===== src/rtl/sdiv_pkg.sv =====
// Shared types for the signed iterative divider.
// Assumes the datapath width is 64 so that every size code is reachable.
package sdiv_pkg;

    typedef enum logic [1:0] {
        OPSZ_8  = 2'd0,
        OPSZ_16 = 2'd1,
        OPSZ_32 = 2'd2,
        OPSZ_64 = 2'd3
    } opsz_e;

    typedef enum logic [1:0] {
        ST_IDLE = 2'd0,
        ST_PREP = 2'd1,
        ST_RUN  = 2'd2,
        ST_FIN  = 2'd3
    } dstate_e;

    // Operand width in bits for a size code.
    function automatic logic [7:0] opsz_bits(input opsz_e s);
        return 8'd8 << s;
    endfunction

endpackage


===== src/rtl/sdiv_prep.sv =====
// Operand preparation: extracts the N-bit divisor and 2N-bit dividend for the
// selected size, records their signs and produces magnitudes. The low dividend
// half is left-aligned so the core can shift it out MSB first. It also flags
// a zero divisor and the early overflow case |hi| >= |divisor|.
// Assumes W = 64; purely combinational.
module sdiv_prep
    import sdiv_pkg::*;
#(
    parameter int W = 64
) (
    input  opsz_e          size,
    input  logic [W-1:0]   dvd_hi,
    input  logic [W-1:0]   dvd_lo,
    input  logic [W-1:0]   dvsr,
    output logic           dvd_neg,
    output logic           dvs_neg,
    output logic           dvsr_zero,
    output logic           hi_ge_dvsr,
    output logic [W-1:0]   dvsr_mag,
    output logic [W-1:0]   hi_mag,
    output logic [W-1:0]   lo_aligned
);
    localparam int DW = 2 * W;

    logic [7:0]    nb;
    logic [8:0]    sh_dw;
    logic [7:0]    sh_w;
    logic [W-1:0]  lo_mask;
    logic [DW-1:0] raw, dvd_up, dvd_full, dvd_mag;
    logic [W-1:0]  dvs_up, dvs_full;

    // Assemble the dividend for the size, sign-extend it and take magnitudes.
    always_comb begin
        nb      = opsz_bits(size);
        sh_dw   = 9'(DW) - {nb, 1'b0};
        sh_w    = 8'(W) - nb;
        lo_mask = ~({W{1'b1}} << nb);
        if (size == OPSZ_8) raw = DW'(dvd_lo[15:0]);
        else                raw = (DW'(dvd_hi) << nb) | DW'(dvd_lo & lo_mask);
        dvd_up   = raw << sh_dw;
        dvd_neg  = dvd_up[DW-1];
        dvd_full = DW'($signed(dvd_up) >>> sh_dw);
        dvd_mag  = dvd_neg ? -dvd_full : dvd_full;
        hi_mag     = W'(dvd_mag >> nb);
        lo_aligned = dvd_mag[W-1:0] << sh_w;

        dvs_up   = dvsr << sh_w;
        dvs_neg  = dvs_up[W-1];
        dvs_full = W'($signed(dvs_up) >>> sh_w);
        dvsr_mag = dvs_neg ? -dvs_full : dvs_full;

        dvsr_zero  = (dvsr_mag == '0);
        hi_ge_dvsr = (hi_mag >= dvsr_mag);
    end

endmodule


===== src/rtl/sdiv_core.sv =====
// Restoring shift-subtract core on unsigned magnitudes. A load sets the
// partial remainder to the high dividend magnitude. Each step shifts in one
// dividend bit, subtracts when it fits, and records one quotient bit.
// Assumes hi_mag < dvsr_mag at load, so the remainder always fits W bits.
module sdiv_core #(
    parameter int W = 64
) (
    input  logic          clk,
    input  logic          rst_n,
    input  logic          load,
    input  logic          step,
    input  logic [W-1:0]  dvsr_mag,
    input  logic [W-1:0]  hi_mag,
    input  logic [W-1:0]  lo_aligned,
    output logic [W-1:0]  q_mag,
    output logic [W-1:0]  r_mag
);
    logic [W-1:0] r_q, sh_q, q_q;
    logic [W:0]   trial;
    logic         fits;
    logic [W-1:0] diff;

    // Trial subtraction for the current step.
    always_comb begin
        trial = {r_q, sh_q[W-1]};
        fits  = (trial >= {1'b0, dvsr_mag});
        diff  = trial[W-1:0] - dvsr_mag;
    end

    // Partial remainder, dividend shifter and quotient accumulator.
    always_ff @(posedge clk) begin
        if (!rst_n) begin
            r_q  <= '0;
            sh_q <= '0;
            q_q  <= '0;
        end else if (load) begin
            r_q  <= hi_mag;
            sh_q <= lo_aligned;
            q_q  <= '0;
        end else if (step) begin
            r_q  <= fits ? diff : trial[W-1:0];
            sh_q <= sh_q << 1;
            q_q  <= {q_q[W-2:0], fits};
        end
    end

    assign q_mag = q_q;
    assign r_mag = r_q;

    // The remainder stays below the divisor magnitude at every step.
    p_rem_below_dvsr_r2: assert property (@(posedge clk) disable iff (!rst_n)
        step |-> (r_q < dvsr_mag));

endmodule


===== src/rtl/sdiv_post.sv =====
// Sign restoration and range check. Negates the quotient magnitude when the
// operand signs differ, and the remainder magnitude when the dividend is
// negative. Flags quotient magnitudes outside the signed N-bit range.
// Purely combinational; assumes W = 64.
module sdiv_post
    import sdiv_pkg::*;
#(
    parameter int W = 64
) (
    input  opsz_e         size,
    input  logic [W-1:0]  q_mag,
    input  logic [W-1:0]  r_mag,
    input  logic          dvd_neg,
    input  logic          dvs_neg,
    output logic [W-1:0]  quot_se,
    output logic [W-1:0]  rem_se,
    output logic          range_err
);
    logic [W-1:0] lim;
    logic         q_neg;

    // Apply signs and compare against the size-dependent limit.
    always_comb begin
        lim       = W'(1) << (opsz_bits(size) - 8'd1);
        q_neg     = dvd_neg ^ dvs_neg;
        range_err = q_neg ? (q_mag > lim) : (q_mag >= lim);
        quot_se   = q_neg ? -q_mag : q_mag;
        rem_se    = dvd_neg ? -r_mag : r_mag;
    end

endmodule


===== src/rtl/sdiv_iter.sv =====
// Top of the signed iterative divider. Captures the operands on an accepted
// start, runs one preparation cycle and N restoring steps, then writes signed
// results with a one-cycle done pulse. A divide error holds the old results.
// Assumes W = 64; synchronous active-low reset.
module sdiv_iter
    import sdiv_pkg::*;
#(
    parameter int W = 64
) (
    input  logic          clk,
    input  logic          rst_n,
    input  logic          start,
    input  logic [1:0]    size_sel,
    input  logic [W-1:0]  dvd_hi,
    input  logic [W-1:0]  dvd_lo,
    input  logic [W-1:0]  dvsr,
    output logic          busy,
    output logic          done,
    output logic          div_err,
    output logic [W-1:0]  quot,
    output logic [W-1:0]  rem,
    output logic [15:0]   byte_res
);
    localparam int CNTW    = $clog2(W + 1);
    localparam int LAT_MAX = W + 2;
    localparam int LATW    = $clog2(LAT_MAX + 2);

    dstate_e        state;
    opsz_e          size_q;
    logic [W-1:0]   hi_q, lo_q, dv_q;
    logic [CNTW-1:0] cnt;
    logic           done_q, err_q;
    logic [W-1:0]   quot_q, rem_q;
    logic [LATW-1:0] lat_cnt;

    logic           dvd_neg, dvs_neg, dvsr_zero, hi_ge_dvsr;
    logic [W-1:0]   dvsr_mag, hi_mag, lo_aligned, q_mag, r_mag, quot_se, rem_se;
    logic           range_err, load, step;

    sdiv_prep #(.W(W)) u_prep (
        .size(size_q), .dvd_hi(hi_q), .dvd_lo(lo_q), .dvsr(dv_q),
        .dvd_neg(dvd_neg), .dvs_neg(dvs_neg), .dvsr_zero(dvsr_zero),
        .hi_ge_dvsr(hi_ge_dvsr), .dvsr_mag(dvsr_mag), .hi_mag(hi_mag),
        .lo_aligned(lo_aligned)
    );

    sdiv_core #(.W(W)) u_core (
        .clk(clk), .rst_n(rst_n), .load(load), .step(step),
        .dvsr_mag(dvsr_mag), .hi_mag(hi_mag), .lo_aligned(lo_aligned),
        .q_mag(q_mag), .r_mag(r_mag)
    );

    sdiv_post #(.W(W)) u_post (
        .size(size_q), .q_mag(q_mag), .r_mag(r_mag),
        .dvd_neg(dvd_neg), .dvs_neg(dvs_neg),
        .quot_se(quot_se), .rem_se(rem_se), .range_err(range_err)
    );

    // Core control derived from the sequencer state.
    always_comb begin
        load = (state == ST_PREP) && !(dvsr_zero || hi_ge_dvsr);
        step = (state == ST_RUN);
    end

    // Sequencer, operand capture and result registers.
    always_ff @(posedge clk) begin
        if (!rst_n) begin
            state  <= ST_IDLE;
            size_q <= OPSZ_8;
            hi_q   <= '0;
            lo_q   <= '0;
            dv_q   <= '0;
            cnt    <= '0;
            done_q <= 1'b0;
            err_q  <= 1'b0;
            quot_q <= '0;
            rem_q  <= '0;
        end else begin
            done_q <= 1'b0;
            unique case (state)
                ST_IDLE: if (start) begin
                    size_q <= opsz_e'(size_sel);
                    hi_q   <= dvd_hi;
                    lo_q   <= dvd_lo;
                    dv_q   <= dvsr;
                    state  <= ST_PREP;
                end
                ST_PREP: begin
                    cnt <= '0;
                    if (dvsr_zero || hi_ge_dvsr) begin
                        err_q  <= 1'b1;
                        done_q <= 1'b1;
                        state  <= ST_IDLE;
                    end else begin
                        state <= ST_RUN;
                    end
                end
                ST_RUN: begin
                    cnt <= cnt + 1'b1;
                    if (cnt == CNTW'(opsz_bits(size_q) - 8'd1)) state <= ST_FIN;
                end
                ST_FIN: begin
                    done_q <= 1'b1;
                    state  <= ST_IDLE;
                    err_q  <= range_err;
                    if (!range_err) begin
                        quot_q <= quot_se;
                        rem_q  <= rem_se;
                    end
                end
                default: state <= ST_IDLE;
            endcase
        end
    end

    // Cycles spent busy, for the latency bound check.
    always_ff @(posedge clk) begin
        if (!rst_n || !busy) lat_cnt <= '0;
        else                 lat_cnt <= lat_cnt + 1'b1;
    end

    assign busy     = (state != ST_IDLE);
    assign done     = done_q;
    assign div_err  = err_q;
    assign quot     = quot_q;
    assign rem      = rem_q;
    assign byte_res = {rem_q[7:0], quot_q[7:0]};

    // An accepted start makes the block busy on the next cycle.
    p_busy_after_start_r7: assert property (@(posedge clk) disable iff (!rst_n)
        (start && !busy) |=> busy);

    // Done lasts exactly one cycle.
    p_done_pulse_r7: assert property (@(posedge clk) disable iff (!rst_n)
        done |=> !done);

    // Done is only seen while idle.
    p_done_idle_r7: assert property (@(posedge clk) disable iff (!rst_n)
        done |-> !busy);

    // An operation never outlasts N + 2 busy cycles.
    p_latency_r7: assert property (@(posedge clk) disable iff (!rst_n)
        lat_cnt <= LATW'(LAT_MAX));

    // An errored completion leaves the results untouched.
    p_hold_on_err_r5: assert property (@(posedge clk) disable iff (!rst_n)
        (done && div_err) |-> ($stable(quot) && $stable(rem)));

    // A start during busy does not disturb the captured operands.
    p_ignore_start_r8: assert property (@(posedge clk) disable iff (!rst_n)
        (busy && start) |=> ($stable(dv_q) && $stable(hi_q) && $stable(lo_q) && $stable(size_q)));

endmodule


===== config.mk =====
export PLATFORM = sky130hd
export DESIGN_NAME = sdiv_iter
export DESIGN_NICKNAME = d
export VERILOG_FILES = /design/src/rtl/sdiv_pkg.sv /design/src/rtl/sdiv_prep.sv /design/src/rtl/sdiv_core.sv /design/src/rtl/sdiv_post.sv /design/src/rtl/sdiv_iter.sv
export SDC_FILE = /design/constraint.sdc
export NUM_CORES = 2
export LEC_CHECK = 0
export BUFFER_PORTS_ARGS = -buffer_cell sky130_fd_sc_hd__buf_2
export CELL_PAD_IN_SITES_DETAIL_PLACEMENT = 1
export CELL_PAD_IN_SITES_GLOBAL_PLACEMENT = 2
export CORE_MARGIN = 2
export CORE_UTILIZATION = 32
export CTS_BUF_LIST = sky130_fd_sc_hd__clkbuf_4 sky130_fd_sc_hd__clkbuf_8 sky130_fd_sc_hd__clkbuf_16
export CTS_CLUSTER_DIAMETER = 150
export DETAILED_ROUTE_END_ITERATION = 10
export PLACE_DENSITY_LB_ADDON = 0.1
export SYNTH_ARGS = -nofsm -noshare
export SYNTH_HDL_FRONTEND = slang
export SYNTH_HIERARCHICAL = 1
export SYNTH_SLANG_ARGS = --single-unit

===== constraint.sdc =====
create_clock -name clk -period 6.6 [get_ports clk]
set_clock_uncertainty 0.1 [all_clocks]
set_input_delay 0.66 -clock clk [delete_from_list [all_inputs] [get_ports clk]]
set_output_delay 0.66 -clock clk [all_outputs]
set_load 0.005 [all_outputs]

==> metrics.log <==
INFO  metric result_of_the_run = finished clean
INFO  metric worst_skew_pair.late_latency = 660 ps
INFO  metric utilization = 40.7%
INFO  metric drcViolationCount = 0
INFO  metric period_needed = 6480 ps
INFO  metric final.period_utilization = 98.1%
INFO  metric cts_tree = yes
INFO  metric floorplan.die_area = 0.127 sq mm
INFO  metric finalHoldViolCount = 0
INFO  metric start_util = 32.2%
INFO  metric max_cap_viol_count = 0
INFO  metric die_y = 356 um
INFO  metric detail_route.first_pass.iterations = 5
INFO  metric drive_above_1_share = 23.4%
INFO  metric groute.usage.overall = 27.5%
INFO  metric count_of_flip_flops_with_a_built_in_enable_after_synthesis = 0
INFO  metric synth_area = 0.0397 sq mm
INFO  metric post_cts_hold_buffer_count = 0
INFO  metric post_dp_cell_area = 0.0471 sq mm
INFO  metric io_buffer_count = 343
INFO  metric grt_pass1_wl = 268000 um
INFO  metric fp.dieW = 356 um
INFO  metric syn_area_per_cell = 7.55 sq um
INFO  metric timing.hold.ws = 135 ps
INFO  metric worstReg2RegStart = size_q[1]$_SDFFE_PN0P_
INFO  metric clk_transition_reported_paths = 70 ps
INFO  metric timing.reg2reg.setup_slack = 120 ps
INFO  metric vias_per_cell = 5.48
INFO  metric yosys_top_cell_by_area = dfxtp_1
INFO  metric worst_r2r_endpoint = u_core/r_mag[47]$_SDFFE_PN0P_
INFO  metric synth-seq-cells = 525
INFO  metric drt_first_iter_violations = 2732
INFO  metric min-delay-start = dvd_lo[54]
INFO  metric crit_slowest_cell = or4b_4
INFO  metric worstMarginPinSlew = 1290 ps
INFO  metric detailroute.via_count = 42041
INFO  metric tritoncts.num_buffers = 68
INFO  metric timing_worst_setup_path_type = flip-flop to flip-flop
INFO  metric asyncSetResetFlopFracSynth = 0%
INFO  metric fin_area = 0.0503 sq mm
INFO  metric critical-path-top-cell-by-count = buf_4
INFO  metric p_leak = 0.0217 uW
INFO  metric core_area = 0.123 sq mm
INFO  metric max_clock_freq = 0.154 GHz
INFO  metric synth-warning-count = 6
INFO  metric synth_flop_cell = dfxtp_1
INFO  metric cts_root_buffer = clkbuf_16
INFO  metric std_cell_rows = 129
INFO  metric areaGrowthSynthToFinish = 26.6%
INFO  metric final_antenna_net_count = 0
INFO  metric antenna_found_initial = 3
INFO  metric postRouteWirelength = 181000 um
INFO  metric cp_num_buf_inv = 8
INFO  metric detailedPlacementHpwl = 144000 um
INFO  metric setup-violations-final = 0
INFO  metric wl_per_cell = 23.6 um
INFO  metric yosysSeqAreaShare = 26.5%
INFO  metric netlist-cell-type-count = 107
INFO  metric cp_data_required_time = 7080 ps
INFO  metric synth.area.top_cells = dfxtp_1, nand2_1, ha_1, mux2i_1, xnor2_1
INFO  metric cts.htree.levels = 3
INFO  metric worstHoldEndpoint = lo_q[54]$_SDFFE_PN0P_
INFO  metric crit_path_max_fanout = 10
INFO  metric worst_slew_margin_rel = 14.3%
INFO  metric overflow = 0
INFO  metric power_per_cell_area = 371 mW/mm^2
INFO  metric cp_slowest_stage_delay = 610 ps
INFO  metric logic_depth_of_the_worst_register_to_register_path = 29
INFO  metric num-nets-final = 6326
INFO  metric worstPathArrival = 6950 ps
INFO  metric clock_path_buffers = 3
INFO  metric pin_count_of_the_biggest_net_entering_global_routing = 162
INFO  metric path_delay_family = simple AND/OR/NAND/NOR gates
INFO  metric whs_path_depth = 3
INFO  metric synthesis.instances = 5260
INFO  metric numClockSinks = 525
INFO  metric setup.worst_path.end_class = flip-flop
INFO  metric i_o_pin_count = 344
INFO  metric synthesis.nets = 5600
INFO  metric number_of_global_route_vias_before_repair = 41732
INFO  metric hold_path_class = input pin to flip-flop
INFO  metric gp_congestion = 0.939
INFO  metric timing.critical_path.from_type = flip-flop
INFO  metric worst_ir_drop_vdd = 209 uV
INFO  metric pins_over_their_slew_limit = 0
INFO  metric yosysTopAreaCellShare = 26.5%
## placed cells by master, fill, tap and decap left out, types with 27 or more instances in the layout
cell type and instances:
nand2b_1 28, a21o_1 81, or4_1 27, a21oi_1 218, a21boi_1 161, xnor2_1 180
ha_1 138, a31oi_1 84, mux2i_1 170, nor3_1 107, xor2_1 137, a211oi_1 31
and2_1 31, nand2_1 1008, nor2_1 338, or3_1 51, inv_1 186, buf_2 342
o21ai_0 213, nand3_1 82, nor4_1 51, o211ai_1 60, nand4_1 66, o31ai_1 41
clkbuf_16 71, and3_1 36, a21boi_0 170, buf_4 665, o211a_1 71, o22ai_1 27
dfxtp_1 523, o41ai_1 29
## how the worst max path moves through the flow
stage | startpoint | endpoint | slack [ps] | cells after the start
after floorplan | size_q[0]$_SDFFE_PN0P_ | u_core/r_mag[29]$_SDFFE_PN0P_ | 90 | 32
after global placement | size_q[1]$_SDFFE_PN0P_ | u_core/r_mag[46]$_SDFFE_PN0P_ | -560 | 28
after detailed placement | size_q[1]$_SDFFE_PN0P_ | u_core/r_mag[59]$_SDFFE_PN0P_ | -660 | 27
after CTS | size_q[1]$_SDFFE_PN0P_ | u_core/r_mag[12]$_SDFFE_PN0P_ | 1 | 29
after global routing | size_q[1]$_SDFFE_PN0P_ | u_core/r_mag[47]$_SDFFE_PN0P_ | -110 | 30
final | size_q[1]$_SDFFE_PN0P_ | u_core/r_mag[47]$_SDFFE_PN0P_ | 120 | 29
## kinds of logic after synthesis
| family | count (synthesis) | synth area share [%] |
|---|---|---|
| AO/OA/AOI/OAI | 1473 | 26.2 |
| XOR/XNOR | 319 | 7.04 |
| adder cells (fa/ha/maj) | 143 | 4.53 |
| buffers and inverters | 583 | 6.43 |
| flip-flops | 525 | 26.5 |
| multiplexers | 203 | 5.70 |
| AND/OR/NAND/NOR | 2014 | 23.6 |
## worst reg2reg max path: cells and delay by family, from the launching register on
kind | cells | cell delay (ps)
AOI/OAI and AO/OA | 5 | 960
xor gates and xnor gates | 1 | 160
adders and majority gates | 1 | 270
buffers and inverters | 8 | 1160
DFF | 1 | 380
muxes | 1 | 500
and+or+nand+nor | 13 | 2860
## cell usage after synthesis, types with 24 or more instances
library cell and instances:
ha_1 142, clkbuf_1 233, xnor2_1 181, o21ai_0 228, or2_2 24, a21boi_1 160
xor2_1 138, a31oi_1 85, a21boi_0 171, nand2b_1 30, nor2_1 346, dfxtp_1 525
o22ai_1 35, o211ai_1 60, mux2i_1 172, and3_1 37, a21oi_1 223, nand3_1 84
and2_1 34, o31ai_1 44, a21o_1 81, or3_1 52, nor3_1 112, nand4_1 66
or4_1 28, buf_2 87, nand2_1 1017, nor2b_1 27, inv_1 187, nor4_1 56
o41ai_1 31, buf_4 34, a211oi_1 34, o211a_1 71
## metal layers
| metal | vias up | routed length (um) | global-route usage (%) |
|---|---|---|---|
| met3 | 230 | 8200 | 2.56 |
| met2 | 1095 | 79300 | 43.1 |
| met5 | - | 0 | 0 |
| met1 | 20524 | 87800 | 39.7 |
| li1 | 20192 | - | - |
| met4 | 0 | 5700 | 8.28 |
## area by class of cell
cell class,instances,area [sq um]
multi-input combinational,4154,27300
clock inverter,23,274
clock buffer,98,2020
inverter,189,717
sequential,525,10500
timing repair buffer,1048,7410
antenna,2,5.00
fill,15190,73200
tap,1637,2050
## where the power goes
part | total [uW] | switching, uW | leakage [uW] | internal [uW]
Clock | 3810 | 1580 | 0.00113 | 2240
Combinational | 10800 | 6250 | 0.0163 | 4500
Sequential | 4070 | 533 | 0.00428 | 3540
Total | 18600 | 8360 | 0.0217 | 10300
## per-stage QoR
stage / total power, uW / setup slack (ps) / std cells / TNS [ps]
finish: 18600 / 125 / 7676 / 0
detailed placement: 14400 / -662 / 7523 / -104370
floorplan: 10100 / 87.9 / 5260 / 0
global placement: 14400 / -560 / 7523 / -90540
global route: 19800 / -105 / 7674 / -2420
CTS: 18400 / 0.984 / 7651 / 0
## registers in the layout, summed over array words and instances (netlist names), named ones only
signal and count:
cnt 7, div_err 1, done 1, dv_q 64, hi_q 64, lo_q 64
quot 64, rem 64, size_q 2, state 1, u_core/q_mag 64, u_core/r_mag 64
u_core/sh_q 64
## timing repair
item | in CTS | in global routing
endpoints found under the setup margin | 195 | 194
setup buffers | 7 | 21
gates resized for setup | 33 | 105
pin swaps | 6 | 40
gates cloned | 0 | 4
(Power assumes the default switching activity.)
